===== config.mk =====
export PLATFORM = sky130hd
export DESIGN_NAME = port_capture_bank
export DESIGN_NICKNAME = d
export VERILOG_FILES = /design/src/rtl/pcb_pkg.sv /design/src/rtl/pcb_enable_sel.sv /design/src/rtl/pcb_cell.sv /design/src/rtl/pcb_read_port.sv /design/src/rtl/port_capture_bank.sv
export SDC_FILE = /design/constraint.sdc
export NUM_CORES = 1
export LEC_CHECK = 0
export ABC_CLOCK_PERIOD_IN_PS = 2070
export CORE_MARGIN = 10
export CORE_UTILIZATION = 45
export DETAILED_ROUTE_END_ITERATION = 8
export DONT_BUFFER_PORTS = 1
export GPL_TIMING_DRIVEN = 0
export PLACE_DENSITY_LB_ADDON = 0.05
export SYNTH_ARGS = -nofsm -noshare
export SYNTH_HDL_FRONTEND = slang
export SYNTH_SLANG_ARGS = --single-unit
export TNS_END_PERCENT = 30

===== constraint.sdc =====
create_clock -name clk -period 2.07 [get_ports clk]
set_clock_uncertainty 0.1 [all_clocks]
set_input_delay 0.414 -clock clk [delete_from_list [all_inputs] [get_ports clk]]
set_output_delay 0.414 -clock clk [all_outputs]
set_load 0.05 [all_outputs]

===== src/rtl/pcb_pkg.sv =====
package pcb_pkg;
  typedef enum logic [1:0] {
    CM_PASS  = 2'b00,
    CM_LATCH = 2'b01,
    CM_REG   = 2'b10,
    CM_RSVD  = 2'b11
  } cell_mode_e;
endpackage


===== src/rtl/pcb_enable_sel.sv =====
module pcb_enable_sel (
  input  logic clk,
  input  logic rst_n,
  input  logic term_i,
  input  logic strobe_i,
  input  logic src_sel_i,
  output logic en_o,
  output logic rise_o
);
  logic prev_q;

  assign en_o = src_sel_i ? strobe_i : term_i;

  always_ff @(posedge clk) begin
    if (!rst_n) prev_q <= 1'b0;
    else        prev_q <= en_o;
  end

  assign rise_o = en_o & ~prev_q;

  // an edge is reported at most once per high phase
  p_rise_single_r3: assert property (@(posedge clk) disable iff (!rst_n)
    rise_o |=> !rise_o);

  // an edge is flagged only on the selected source
  p_src_sel_r5: assert property (@(posedge clk) disable iff (!rst_n)
    (src_sel_i && !strobe_i) |-> !rise_o);
endmodule


===== src/rtl/pcb_cell.sv =====
module pcb_cell
  import pcb_pkg::*;
(
  input  logic       clk,
  input  logic       rst_n,
  input  logic       pin_i,
  input  logic [1:0] mode_i,
  input  logic       en_i,
  input  logic       rise_i,
  output logic       out_o
);
  cell_mode_e mode;
  logic       cap_q;

  assign mode = cell_mode_e'(mode_i);

  always_ff @(posedge clk) begin
    if (!rst_n) begin
      cap_q <= 1'b0;
    end else begin
      unique case (mode)
        CM_LATCH: if (en_i)   cap_q <= pin_i;
        CM_REG:   if (rise_i) cap_q <= pin_i;
        default:  cap_q <= cap_q;
      endcase
    end
  end

  always_comb begin
    unique case (mode)
      CM_LATCH: out_o = en_i ? pin_i : cap_q;
      CM_REG:   out_o = cap_q;
      default:  out_o = pin_i;
    endcase
  end

  // register cell holds when no edge is seen
  p_reg_hold_r3: assert property (@(posedge clk) disable iff (!rst_n)
    (mode == CM_REG && !rise_i) |=> $stable(cap_q));

  // register cell loads the pin on an edge
  p_reg_load_r3: assert property (@(posedge clk) disable iff (!rst_n)
    (mode == CM_REG && rise_i) |=> (cap_q == $past(pin_i)));

  // latch cell holds while enable is low
  p_latch_hold_r4: assert property (@(posedge clk) disable iff (!rst_n)
    (mode == CM_LATCH && !en_i) |=> $stable(cap_q));

  // latch output next cycle with enable low shows last sampled pin
  p_latch_keep_r4: assert property (@(posedge clk) disable iff (!rst_n)
    (mode == CM_LATCH && en_i) |=> (cap_q == $past(pin_i)));
endmodule


===== src/rtl/pcb_read_port.sv =====
module pcb_read_port #(
  parameter int NPORTS = 3,
  parameter int PORT_W = 8,
  parameter int IDX_W  = 2,
  localparam int BUS_W = NPORTS * PORT_W
) (
  input  logic              clk,
  input  logic              rst_n,
  input  logic [BUS_W-1:0]  bus_i,
  input  logic              rd_req_i,
  input  logic [IDX_W-1:0]  rd_idx_i,
  output logic              rd_valid_o,
  output logic [PORT_W-1:0] rd_data_o
);
  logic [PORT_W-1:0] sel_data;

  always_comb begin
    sel_data = '0;
    for (int p = 0; p < NPORTS; p++) begin
      if (rd_idx_i == IDX_W'(p)) sel_data = bus_i[p*PORT_W +: PORT_W];
    end
  end

  always_ff @(posedge clk) begin
    if (!rst_n) begin
      rd_valid_o <= 1'b0;
      rd_data_o  <= '0;
    end else begin
      rd_valid_o <= rd_req_i;
      if (rd_req_i) rd_data_o <= sel_data;
    end
  end

  // every request gives a response one cycle later
  p_rd_resp_r6: assert property (@(posedge clk) disable iff (!rst_n)
    rd_req_i |=> rd_valid_o);

  // no request, no response
  p_rd_idle_r7: assert property (@(posedge clk) disable iff (!rst_n)
    !rd_req_i |=> !rd_valid_o);

  // unused index reads as zero
  p_rd_badidx_r7: assert property (@(posedge clk) disable iff (!rst_n)
    (rd_req_i && int'(rd_idx_i) >= NPORTS) |=> (rd_data_o == '0));
endmodule


===== src/rtl/port_capture_bank.sv =====
module port_capture_bank #(
  parameter int NPORTS = 3,
  parameter int PORT_W = 8,
  parameter int GRP_W  = 4,
  parameter int IDX_W  = 2,
  localparam int NCELLS = NPORTS * PORT_W,
  localparam int NGRP   = NCELLS / GRP_W
) (
  input  logic                clk,
  input  logic                rst_n,
  input  logic [NCELLS-1:0]   pin_i,
  input  logic [NGRP-1:0]     term_i,
  input  logic                strobe_i,
  input  logic [2*NCELLS-1:0] mode_i,
  input  logic [NGRP-1:0]     src_sel_i,
  input  logic                rd_req_i,
  input  logic [IDX_W-1:0]    rd_idx_i,
  output logic                rd_valid_o,
  output logic [PORT_W-1:0]   rd_data_o,
  output logic [NCELLS-1:0]   pld_bus_o
);
  logic [NGRP-1:0] grp_en;
  logic [NGRP-1:0] grp_rise;

  for (genvar g = 0; g < NGRP; g++) begin : g_grp
    pcb_enable_sel u_sel (
      .clk       (clk),
      .rst_n     (rst_n),
      .term_i    (term_i[g]),
      .strobe_i  (strobe_i),
      .src_sel_i (src_sel_i[g]),
      .en_o      (grp_en[g]),
      .rise_o    (grp_rise[g])
    );
  end

  for (genvar c = 0; c < NCELLS; c++) begin : g_cell
    pcb_cell u_cell (
      .clk    (clk),
      .rst_n  (rst_n),
      .pin_i  (pin_i[c]),
      .mode_i (mode_i[2*c +: 2]),
      .en_i   (grp_en[c/GRP_W]),
      .rise_i (grp_rise[c/GRP_W]),
      .out_o  (pld_bus_o[c])
    );
  end

  pcb_read_port #(
    .NPORTS (NPORTS),
    .PORT_W (PORT_W),
    .IDX_W  (IDX_W)
  ) u_rd (
    .clk        (clk),
    .rst_n      (rst_n),
    .bus_i      (pld_bus_o),
    .rd_req_i   (rd_req_i),
    .rd_idx_i   (rd_idx_i),
    .rd_valid_o (rd_valid_o),
    .rd_data_o  (rd_data_o)
  );

  // read data matches the addressed port as it was at the request edge
  p_rd_data_r6: assert property (@(posedge clk) disable iff (!rst_n)
    (rd_req_i && rd_idx_i == '0) |=> (rd_data_o == $past(pld_bus_o[PORT_W-1:0])));
endmodule


==> reports/results.txt, run 1 <==
Status -> completed
Placed Cells incl. Taps -> 572
CP startpoint kind -> input pin
Drt pass-1 iters -> 4
Grt ovf -> 0
IO Pins -> 123
Crit path required time -> 1.56 ns
Slew margin rel. -> 60.25%
Die area -> 12590 sq um
Cells after Synth -> 467
Die height -> 112.2 um
Worst-Margin Slew -> 0.5954 ns
Initial DRC count -> 73
Reg clk slew, reported paths -> 0.08 ns
Initial Util -> 46.32%
Row count -> 33
DIE WIDTH -> 112.2 um
Post-synthesis cell area -> 3825 sq um
Max FO, Critical Path -> 10
Layout Cells excl Fill -> 584
Tot GR Track Use -> 15.31%
Vias in the first global route -> 3251
Max Clk Rate -> 492.2 MHz
Worst path max stage delay -> 0.35 ns
Setup CP Type -> in -> out
Synth cell types -> 39
Hold Path Class -> in -> reg
Fin crit period -> 2.032 ns
Detail Route Antenna Nets -> 0
DR vias/cell -> 5.440
Worst slack, placed -> -0.1587 ns
CP Cell Sequence -> buf_6 > mux2_2 > a21o_1 > a22o_1 > buf_4
Post-synth EDFFs -> 0
CTS buffer count -> 5
Area of the core -> 8258 sq um
H-tree depth -> 2
Filler cells -> 829
Synth Register Bits -> 39
Worst setup margin -> 0.03837 ns
WL/cell -> 17.41 um
Final Hold Fails -> 0
CTS tree -> done
Fin. max-slew vios -> 0
Static leakage -> 0.001846 uW
DRT Wirelength -> 10.17 mm
Ys Warns -> 0
Clk_lat worst skew -> 0.29 ns
Clk sinks -> 39
Routability Congestion -> 0.7950
Multi-input logic area -> 2509 sq um
Initial antenna violation count -> 0
Layout cell share with drive strength beyond 1 -> 13.78%
# DRC -> 0
Largest net degree at the start of global routing -> 12
Via count -> 3177
PD cells -> 547.7 nW/um^2
HPWL after DPL -> 8.487 mm
First-pass GRT wire length -> 15.90 mm
P&R area growth vs syn -> 8.636%
Syn avg cell area -> 8.190 sq um
Final setup vio count -> 0
Slowest cell on crit path -> mux2_2
Most frequent cells in the layout -> inv_1, ha_1, a21oi_1
Seq/Total Area, Yosys -> 20.41%
Clock root buffer -> clkbuf_8
Final hold slack -> 0.1875 ns
Ys flop type -> dfxtp_1
Nets -> 616
Longest Clk Path Bufs -> 2
Worst vdd ir -> 0.2569 mV
R2r setup slk -> 0.73 ns
RSZ-0062 raised after global routing -> yes
Most common cell after layout, fill and taps aside -> inv_1
Register Area -> 780.7 sq um
Max Cap Viol -> 0
Antenna cells -> 0
Post-Syn Nets -> 605
Crit path DAT -> 1.52 ns
Critical Path End Type -> output pin
I/O Buffers -> 0
Final Cycle Share -> 98.15%
Fraction of registers with async set/reset -> 0%
-- where the power goes --
group          internal, uW  switching (uW)
logic                   333             496
registers               795            76.0
clock network           304             271
-- metrics by stage --
stage	cell area [sq um]	setup TNS, ns	util, %	total power (uW)
finish	4155	0	50.32	2276
global route	4155	-0.03253	50.32	2419
CTS	4080	0	49.41	2285
detailed placement	3956	-0.3559	47.91	1689
global placement	3956	-0.3431	47.91	1675
floorplan	3825	0	-	1559
-- area by class of cell --
type | count | area share (%)
Buffer | 30 | 6.143
Sequential cell | 39 | 18.79
Multi-Input combinational cell | 305 | 60.37
Inverter | 93 | 8.401
Timing Repair Buffer | 4 | 0.7227
Tap cell | 105 | 3.162
Clock buffer | 8 | 2.409
-- metal layers --
layer	vias to the layer above	routed length, um	GRT usage (%)
li1	1604	-	-
met1	1471	3988	16.05
met2	94	4942	26.84
met3	8	1143	7.348
met4	0	95	3.976
met5	-	0	0
-- synthesized netlist by cell type (5+ instances only) --
master / instances / area [sq um]
nand3_1: 6 / 30.03
mux2_2: 5 / 56.30
mux2i_4: 5 / 112.6
mux2i_1: 34 / 340.3
a21oi_1: 41 / 205.2
clkbuf_1: 5 / 18.77
a211oi_1: 19 / 142.6
nand2_1: 12 / 45.04
o21ai_0: 12 / 60.06
o22ai_1: 10 / 62.56
buf_4: 24 / 180.2
o32ai_2: 13 / 211.5
ha_1: 48 / 600.6
inv_1: 92 / 345.3
nor2_1: 25 / 93.84
nor2b_1: 29 / 181.4
nand2b_1: 5 / 31.28
nor3_1: 5 / 25.02
and2_1: 6 / 37.54
dfxtp_1: 39 / 780.8
-- registers in the layout, summed over array words and instances, names as in the netlist --
register,cells
g_cell.u_cell.cap_q,24
g_grp.u_sel.prev_q,6
u_rd.rd_data_o,8
u_rd.rd_valid_o,1
-- critical path: cells and delay by family --
kind,cells,cell delay [ns]
muxes,1,0.35
AOI/OAI and AO/OA,2,0.42
buffers and inverters,2,0.33
-- cell families (layout without fill, tap and decap cells) --
| group | Yosys count | after routing | synth area share [%] |
|---|---|---|---|
| buf+inv | 123 | 135 | 14.62 |
| simple gates | 92 | 92 | 12.36 |
| compound gates | 119 | 119 | 22.83 |
| flops | 39 | 39 | 20.41 |
| fa+ha+maj | 48 | 48 | 15.70 |
| mux | 46 | 46 | 14.07 |
-- final timing paths --
path / endpoint / startpoint / cells past startpoint
max: pld_bus_o[4] / strobe_i / 5
min: u_rd.rd_data_o[3]$_SDFFE_PN0P_ / rst_n / 2
max reg2reg: u_rd.rd_data_o[1]$_SDFFE_PN0P_ / g_cell[17].u_cell.cap_q$_SDFFE_PN0P_ / 5
min reg2reg: g_cell[4].u_cell.cap_q$_SDFFE_PN0P_ / g_cell[4].u_cell.cap_q$_SDFFE_PN0P_ / 2
-- what timing repair did --
item | CTS | global route
pin swaps | 0 | 1
gates cloned | 0 | 0
resized for setup | 3 | 13
setup buffers | 0 | 4
endpoints found under the hold margin | 0 | 0
setup endpoints to repair | 4 | 14
hold buffers | 0 | 0
(Power assumes the default switching activity.)
==> run 2, diff against run 1 <==
- ABC_CLOCK_PERIOD_IN_PS: 2070 -> 2100
- clock period: 2.07 -> 2.1 ns (I/O delays scaled with it)
==> reports/results.txt, run 2 (same netlist as run 1, synthesis figures left out) <==
Status -> completed
Met2 usage in global routing -> 26.84%
Clock root buffer -> clkbuf_8
Initial DRC count -> 69
Initial Util -> 46.32%
GR peak layer -> met2
Drt pass-1 iters -> 4
P&R area growth vs syn -> 7.949%
M1 GR Usage -> 16.05%
Hold Path Class -> in -> reg
CTS buffer count -> 5
Reg2reg start -> g_cell[17].u_cell.cap_q$_SDFFE_PN0P_
Slew margin rel. -> 60.16%
Hold Startpoint -> rst_n
Nets -> 616
I/O Buffers -> 0
# DRC -> 0
RSZ-0062 raised after global routing -> yes
Worst-Margin Slew -> 0.5968 ns
Fin crit period -> 2.046 ns
Final setup vio count -> 0
Layout cell share with drive strength beyond 1 -> 13.78%
Max Cap Viol -> 0
DRT Wirelength -> 10.12 mm
Critical Path End Type -> output pin
Crit path required time -> 1.58 ns
WL/cell -> 17.32 um
Largest reg by FF count -> g_cell.u_cell.cap_q
Area of the core -> 8258 sq um
IO Pins -> 123
Longest Clk Path Bufs -> 2
Initial antenna violation count -> 0
CP startpoint kind -> input pin
H-tree depth -> 2
Largest net degree at the start of global routing -> 12
Crit path from -> strobe_i
Max FO, Critical Path -> 10
Clk_lat worst skew -> 0.29 ns
Number of flip-flops under the largest register name -> 24
Regs by FF count -> g_cell.u_cell.cap_q x24, u_rd.rd_data_o x8, g_grp.u_sel.prev_q x6
Filler cells -> 831
Worst vdd ir -> 0.2514 mV
Die area -> 12590 sq um
Fin. max-slew vios -> 0
HPWL after DPL -> 8.487 mm
Static leakage -> 0.001839 uW
Tot Pwr -> 2232 uW
Vias in the first global route -> 3251
Via count -> 3170
Final Hold Fails -> 0
Detail Route Antenna Nets -> 0
Row count -> 33
Reg clk slew, reported paths -> 0.08 ns
CTS tree -> done
Routability Congestion -> 0.7950
Grt ovf -> 0
GR Layer Usage met3 -> 7.348%
Final hold slack -> 0.1926 ns
Crit path DAT -> 1.53 ns
Tot GR Track Use -> 15.31%
Most common cell after layout, fill and taps aside -> inv_1
Die height -> 112.2 um
DR vias/cell -> 5.428
Clk sinks -> 39
PD cells -> 540.5 nW/um^2
Setup CP Type -> in -> out
First-pass GRT wire length -> 15.90 mm
DIE WIDTH -> 112.2 um
Final Cycle Share -> 97.41%
CTS Hold Bufs -> 0
Most frequent cells in the layout -> inv_1, ha_1, a21oi_1
Max Clk Rate -> 488.9 MHz
Antenna cells -> 0
run 2: cell counts in the layout (fill, tap and decap cells not counted):
No cell type changed its count.
run 2: cell type report:
type                    instances  area [sq um]  share of cell area [%]
multi-input cells             305          2509                   60.76
flip-flops and latches         39         780.7                   18.91
repair buffers                  4         30.03                  0.7273
well taps                     105         131.4                   3.182
plain buffers                  30         229.0                   5.545
clock buffers                   8         100.1                   2.424
inverters                      93         349.1                   8.455
run 2: worst max-delay path, stage by stage:
cell and delay [ns]:
buf_6 0.14, mux2_2 0.35, a21o_1 0.20, a22o_1 0.23, buf_4 0.19
run 2: what timing repair did:
| item | in CTS | in global routing |
|---|---|---|
| endpoints found under the setup margin | 4 | 10 |
| pin swaps | 0 | 1 |
| gates resized for setup | 3 | 6 |
| buffers inserted | 0 | 4 |
run 2: per-stage QoR:
step           setup WS [ns]  utilization, %  instances   TNS (ns)  instance area, sq um
2_1_floorplan         0.1512               -        467          0                  3825
3_3_place_gp         -0.1051           47.91        572    -0.2567                  3956
3_5_place_dp         -0.1407           47.91        572    -0.2839                  3956
4_1_cts              0.02629           49.41        580          0                  4080
5_1_grt            -0.002032           50.00        584  -0.002032                  4129
6_report             0.05448           50.00        584          0                  4129
run 2: routing by layer:
layer  routed length [um]  vias up
met1                 3916     1455
li1                     -     1604
met2                 4912      101
met5                    0        -
met3                 1180       10
met4                  106        0
run 2: worst paths after layout:
kind | endpoint | cells after the start | slack, ns
worst min register to register | g_cell[15].u_cell.cap_q$_SDFFE_PN0P_ | 2 | 0.42
worst max register to register | u_rd.rd_data_o[1]$_SDFFE_PN0P_ | 5 | 0.76
worst max-delay path | pld_bus_o[4] | 5 | 0.05
worst min-delay path | u_rd.rd_data_o[3]$_SDFFE_PN0P_ | 2 | 0.19
run 2: report_power, final:
group,internal (uW),switching (uW)
registers,784,74.7
clock network,300,267
logic,321,485
total,1400,827
==> run 3, diff against run 2 <==
- ABC_CLOCK_PERIOD_IN_PS: 2100 -> 2400
- SYNTH_HIERARCHICAL: unset -> 1
- TNS_END_PERCENT: 30 -> 5
- clock period: 2.1 -> 2.4 ns (I/O delays scaled with it)
==> reports/results.txt, run 3 <==
Status -> completed
Row count -> 32
Worst vdd ir -> 0.2546 mV
Syn avg cell area -> 7.151 sq um
Metal2 WL -> 4.895 mm
IO Pins -> 123
H-tree depth -> 2
Critical Path End Type -> output pin
Logic gate share of total power -> 34.4%
Die area -> 11750 sq um
Fin. max-slew vios -> 0
Nets -> 645
Slew margin rel. -> 55.08%
Die height -> 108.4 um
FF-to-FF End -> u_rd/rd_data_o[0]$_SDFFE_PN0P_
Count leader, synth -> inv_1
Sequential share of power -> 35.0%
Switching portion of total power -> 36.20%
Largest area contributor in the netlist -> dfxtp_1
Synth cell types -> 17
Worst-Margin Slew -> 0.6738 ns
Reg clk slew, reported paths -> 0.08 ns
Area of the core -> 7647 sq um
Number of flip-flops under the largest register name -> 24
Hold Startpoint -> pin_i[18]
Detail Route Antenna Nets -> 0
Hold Path Class -> in -> reg
Synth Register Bits -> 39
CTS buffer count -> 5
Max Clk Rate -> 421.8 MHz
R2r setup slk -> 0.59 ns
Max FO, Critical Path -> 12
Fin crit period -> 2.371 ns
P&R area growth vs syn -> 21.51%
Worst slack, placed -> -0.4966 ns
Clk_lat worst skew -> 0.29 ns
Worst setup margin -> 0.02927 ns
Routability Congestion -> 0.7949
First-pass GRT wire length -> 15.36 mm
Crit path DAT -> 1.79 ns
CTS tree -> done
Post-synthesis cell area -> 3518 sq um
R2R depth -> 5
Drt pass-1 iters -> 4
Antenna cells -> 0
Internal power -> 1357 uW
Final Hold Fails -> 0
Tot GR Track Use -> 15.92%
Synth top cells by count -> inv_1, nand2_1, a21oi_1, ha_1, dfxtp_1
Layout cell share with drive strength beyond 1 -> 13.19%
DP Area -> 3879 sq um
DRT Wirelength -> 9.496 mm
HPWL after DPL -> 7.730 mm
Most common cell after layout, fill and taps aside -> inv_1
DR vias/cell -> 5.120
CP startpoint kind -> input pin
Largest net degree at the start of global routing -> 64
Hold depth -> 2
Clk sinks -> 39
Yosys top cell area share -> 22.19%
Setup TNS -> 0 ns
Initial DRC count -> 83
CTS Hold Bufs -> 0
Post-synth EDFFs -> 0
Top Metal Used -> met4
Final Cycle Share -> 98.78%
Clock root buffer -> clkbuf_8
Regs by FF count -> g_cell.u_cell/cap_q x24, u_rd/rd_data_o x8, g_grp.u_sel/prev_q x6
Final setup vio count -> 0
Setup CP Type -> in -> out
Most frequent cells in the layout -> inv_1, nand2_1, a21oi_1, ha_1, dfxtp_1
Via count -> 3123
Grt ovf -> 0
Crit path required time -> 1.82 ns
RSZ-0062 raised after global routing -> yes
Initial antenna violation count -> 0
Post-Syn Nets -> 630
Met1 wire length -> 3.543 mm
Cell area after layout -> 4275 sq um
Fraction of registers with async set/reset -> 0%
Fin util -> 55.91%
Vias in the first global route -> 3143
Cells after Synth -> 492
Metal3 WL -> 1.012 mm
Static leakage -> 0.001957 uW
Switching Power -> 769.8 uW
Hold path endpoint -> g_cell[18].u_cell/cap_q$_SDFFE_PN0P_
I/O Buffers -> 0
PD cells -> 497.4 nW/um^2
Top post-synthesis cells by area -> dfxtp_1, ha_1, inv_1
Ys Warns -> 6
Initial Util -> 46.01%
Ys flop type -> dfxtp_1
# DRC -> 0
Seq/Total Area, Yosys -> 22.19%
Max Cap Viol -> 0
WL/cell -> 15.57 um
Largest reg by FF count -> g_cell.u_cell/cap_q
Clock power frac -> 30.6%
DIE WIDTH -> 108.4 um
Reg2reg start -> g_cell[8].u_cell/cap_q$_SDFFE_PN0P_
Longest Clk Path Bufs -> 2
## run 3: what timing repair did
action,in CTS,in global routing
pin swaps,0,2
endpoints found under the setup margin,30,24
resized for setup,22,7
buffers inserted,0,0
## run 3: metal layers
metal  vias up  global-route usage (%)
met1      1424                   17.23
met4         0                   3.861
li1       1629                       -
met2        66                   28.10
met5         -                       0
met3         4                   6.722
## run 3: logic make-up after synthesis
group	after synthesis	share of synthesized area, %
buffers and inverters	129	14.01
AND/OR/NAND/NOR	126	14.58
AO/OA/AOI/OAI	112	21.34
adder cells (fa/ha/maj)	48	17.07
flip-flops	39	22.19
multiplexers	38	10.81
## run 3: worst max-delay path by stage
stage	from	cells past startpoint	slack, ns	end
floorplan	src_sel_i[4]	5	-0.47	pld_bus_o[17]
global placement	src_sel_i[5]	5	-0.84	pld_bus_o[22]
detailed placement	src_sel_i[2]	8	-0.50	u_rd/rd_data_o[0]$_SDFFE_PN0P_
CTS	src_sel_i[0]	5	0.01	pld_bus_o[2]
global route	src_sel_i[5]	5	-0.06	pld_bus_o[20]
finish	src_sel_i[5]	5	0.03	pld_bus_o[20]
## run 3: layout make-up
class / instances / area [sq um]
Inverter: 126 / 473.0
Clock inverter: 2 / 60.06
Timing Repair Buffer: 8 / 52.55
Sequential cell: 39 / 780.7
Multi-Input combinational cell: 324 / 2689
Clock buffer: 6 / 72.57
Buffer: 3 / 20.02
Fill cell: 745 / 3372
Tap cell: 102 / 127.6
## run 3: power groups by stage
stage	Combinational, uW	Clock [uW]	Sequential [uW]
2_1_floorplan	524	0	752
3_3_place_gp	597	0	759
3_5_place_dp	642	0	760
4_1_cts	732	668	745
5_1_grt	799	698	750
6_report	732	650	744
## run 3: critical path, cell delays in order
cell,delay [ns]
mux2i_1,0.28
inv_1,0.24
inv_1,0.10
a21oi_1,0.10
o32ai_4,0.58
## run 3: through the flow
step / total power (uW) / hold WS [ns] / std cells
6_report: 2127 / 0.2235 / 610
5_1_grt: 2248 / 0.2160 / 610
4_1_cts: 2145 / 0.2209 / 610
3_5_place_dp: 1402 / 0.3487 / 602
3_3_place_gp: 1357 / 0.3434 / 594
2_1_floorplan: 1276 / 0.3347 / 492
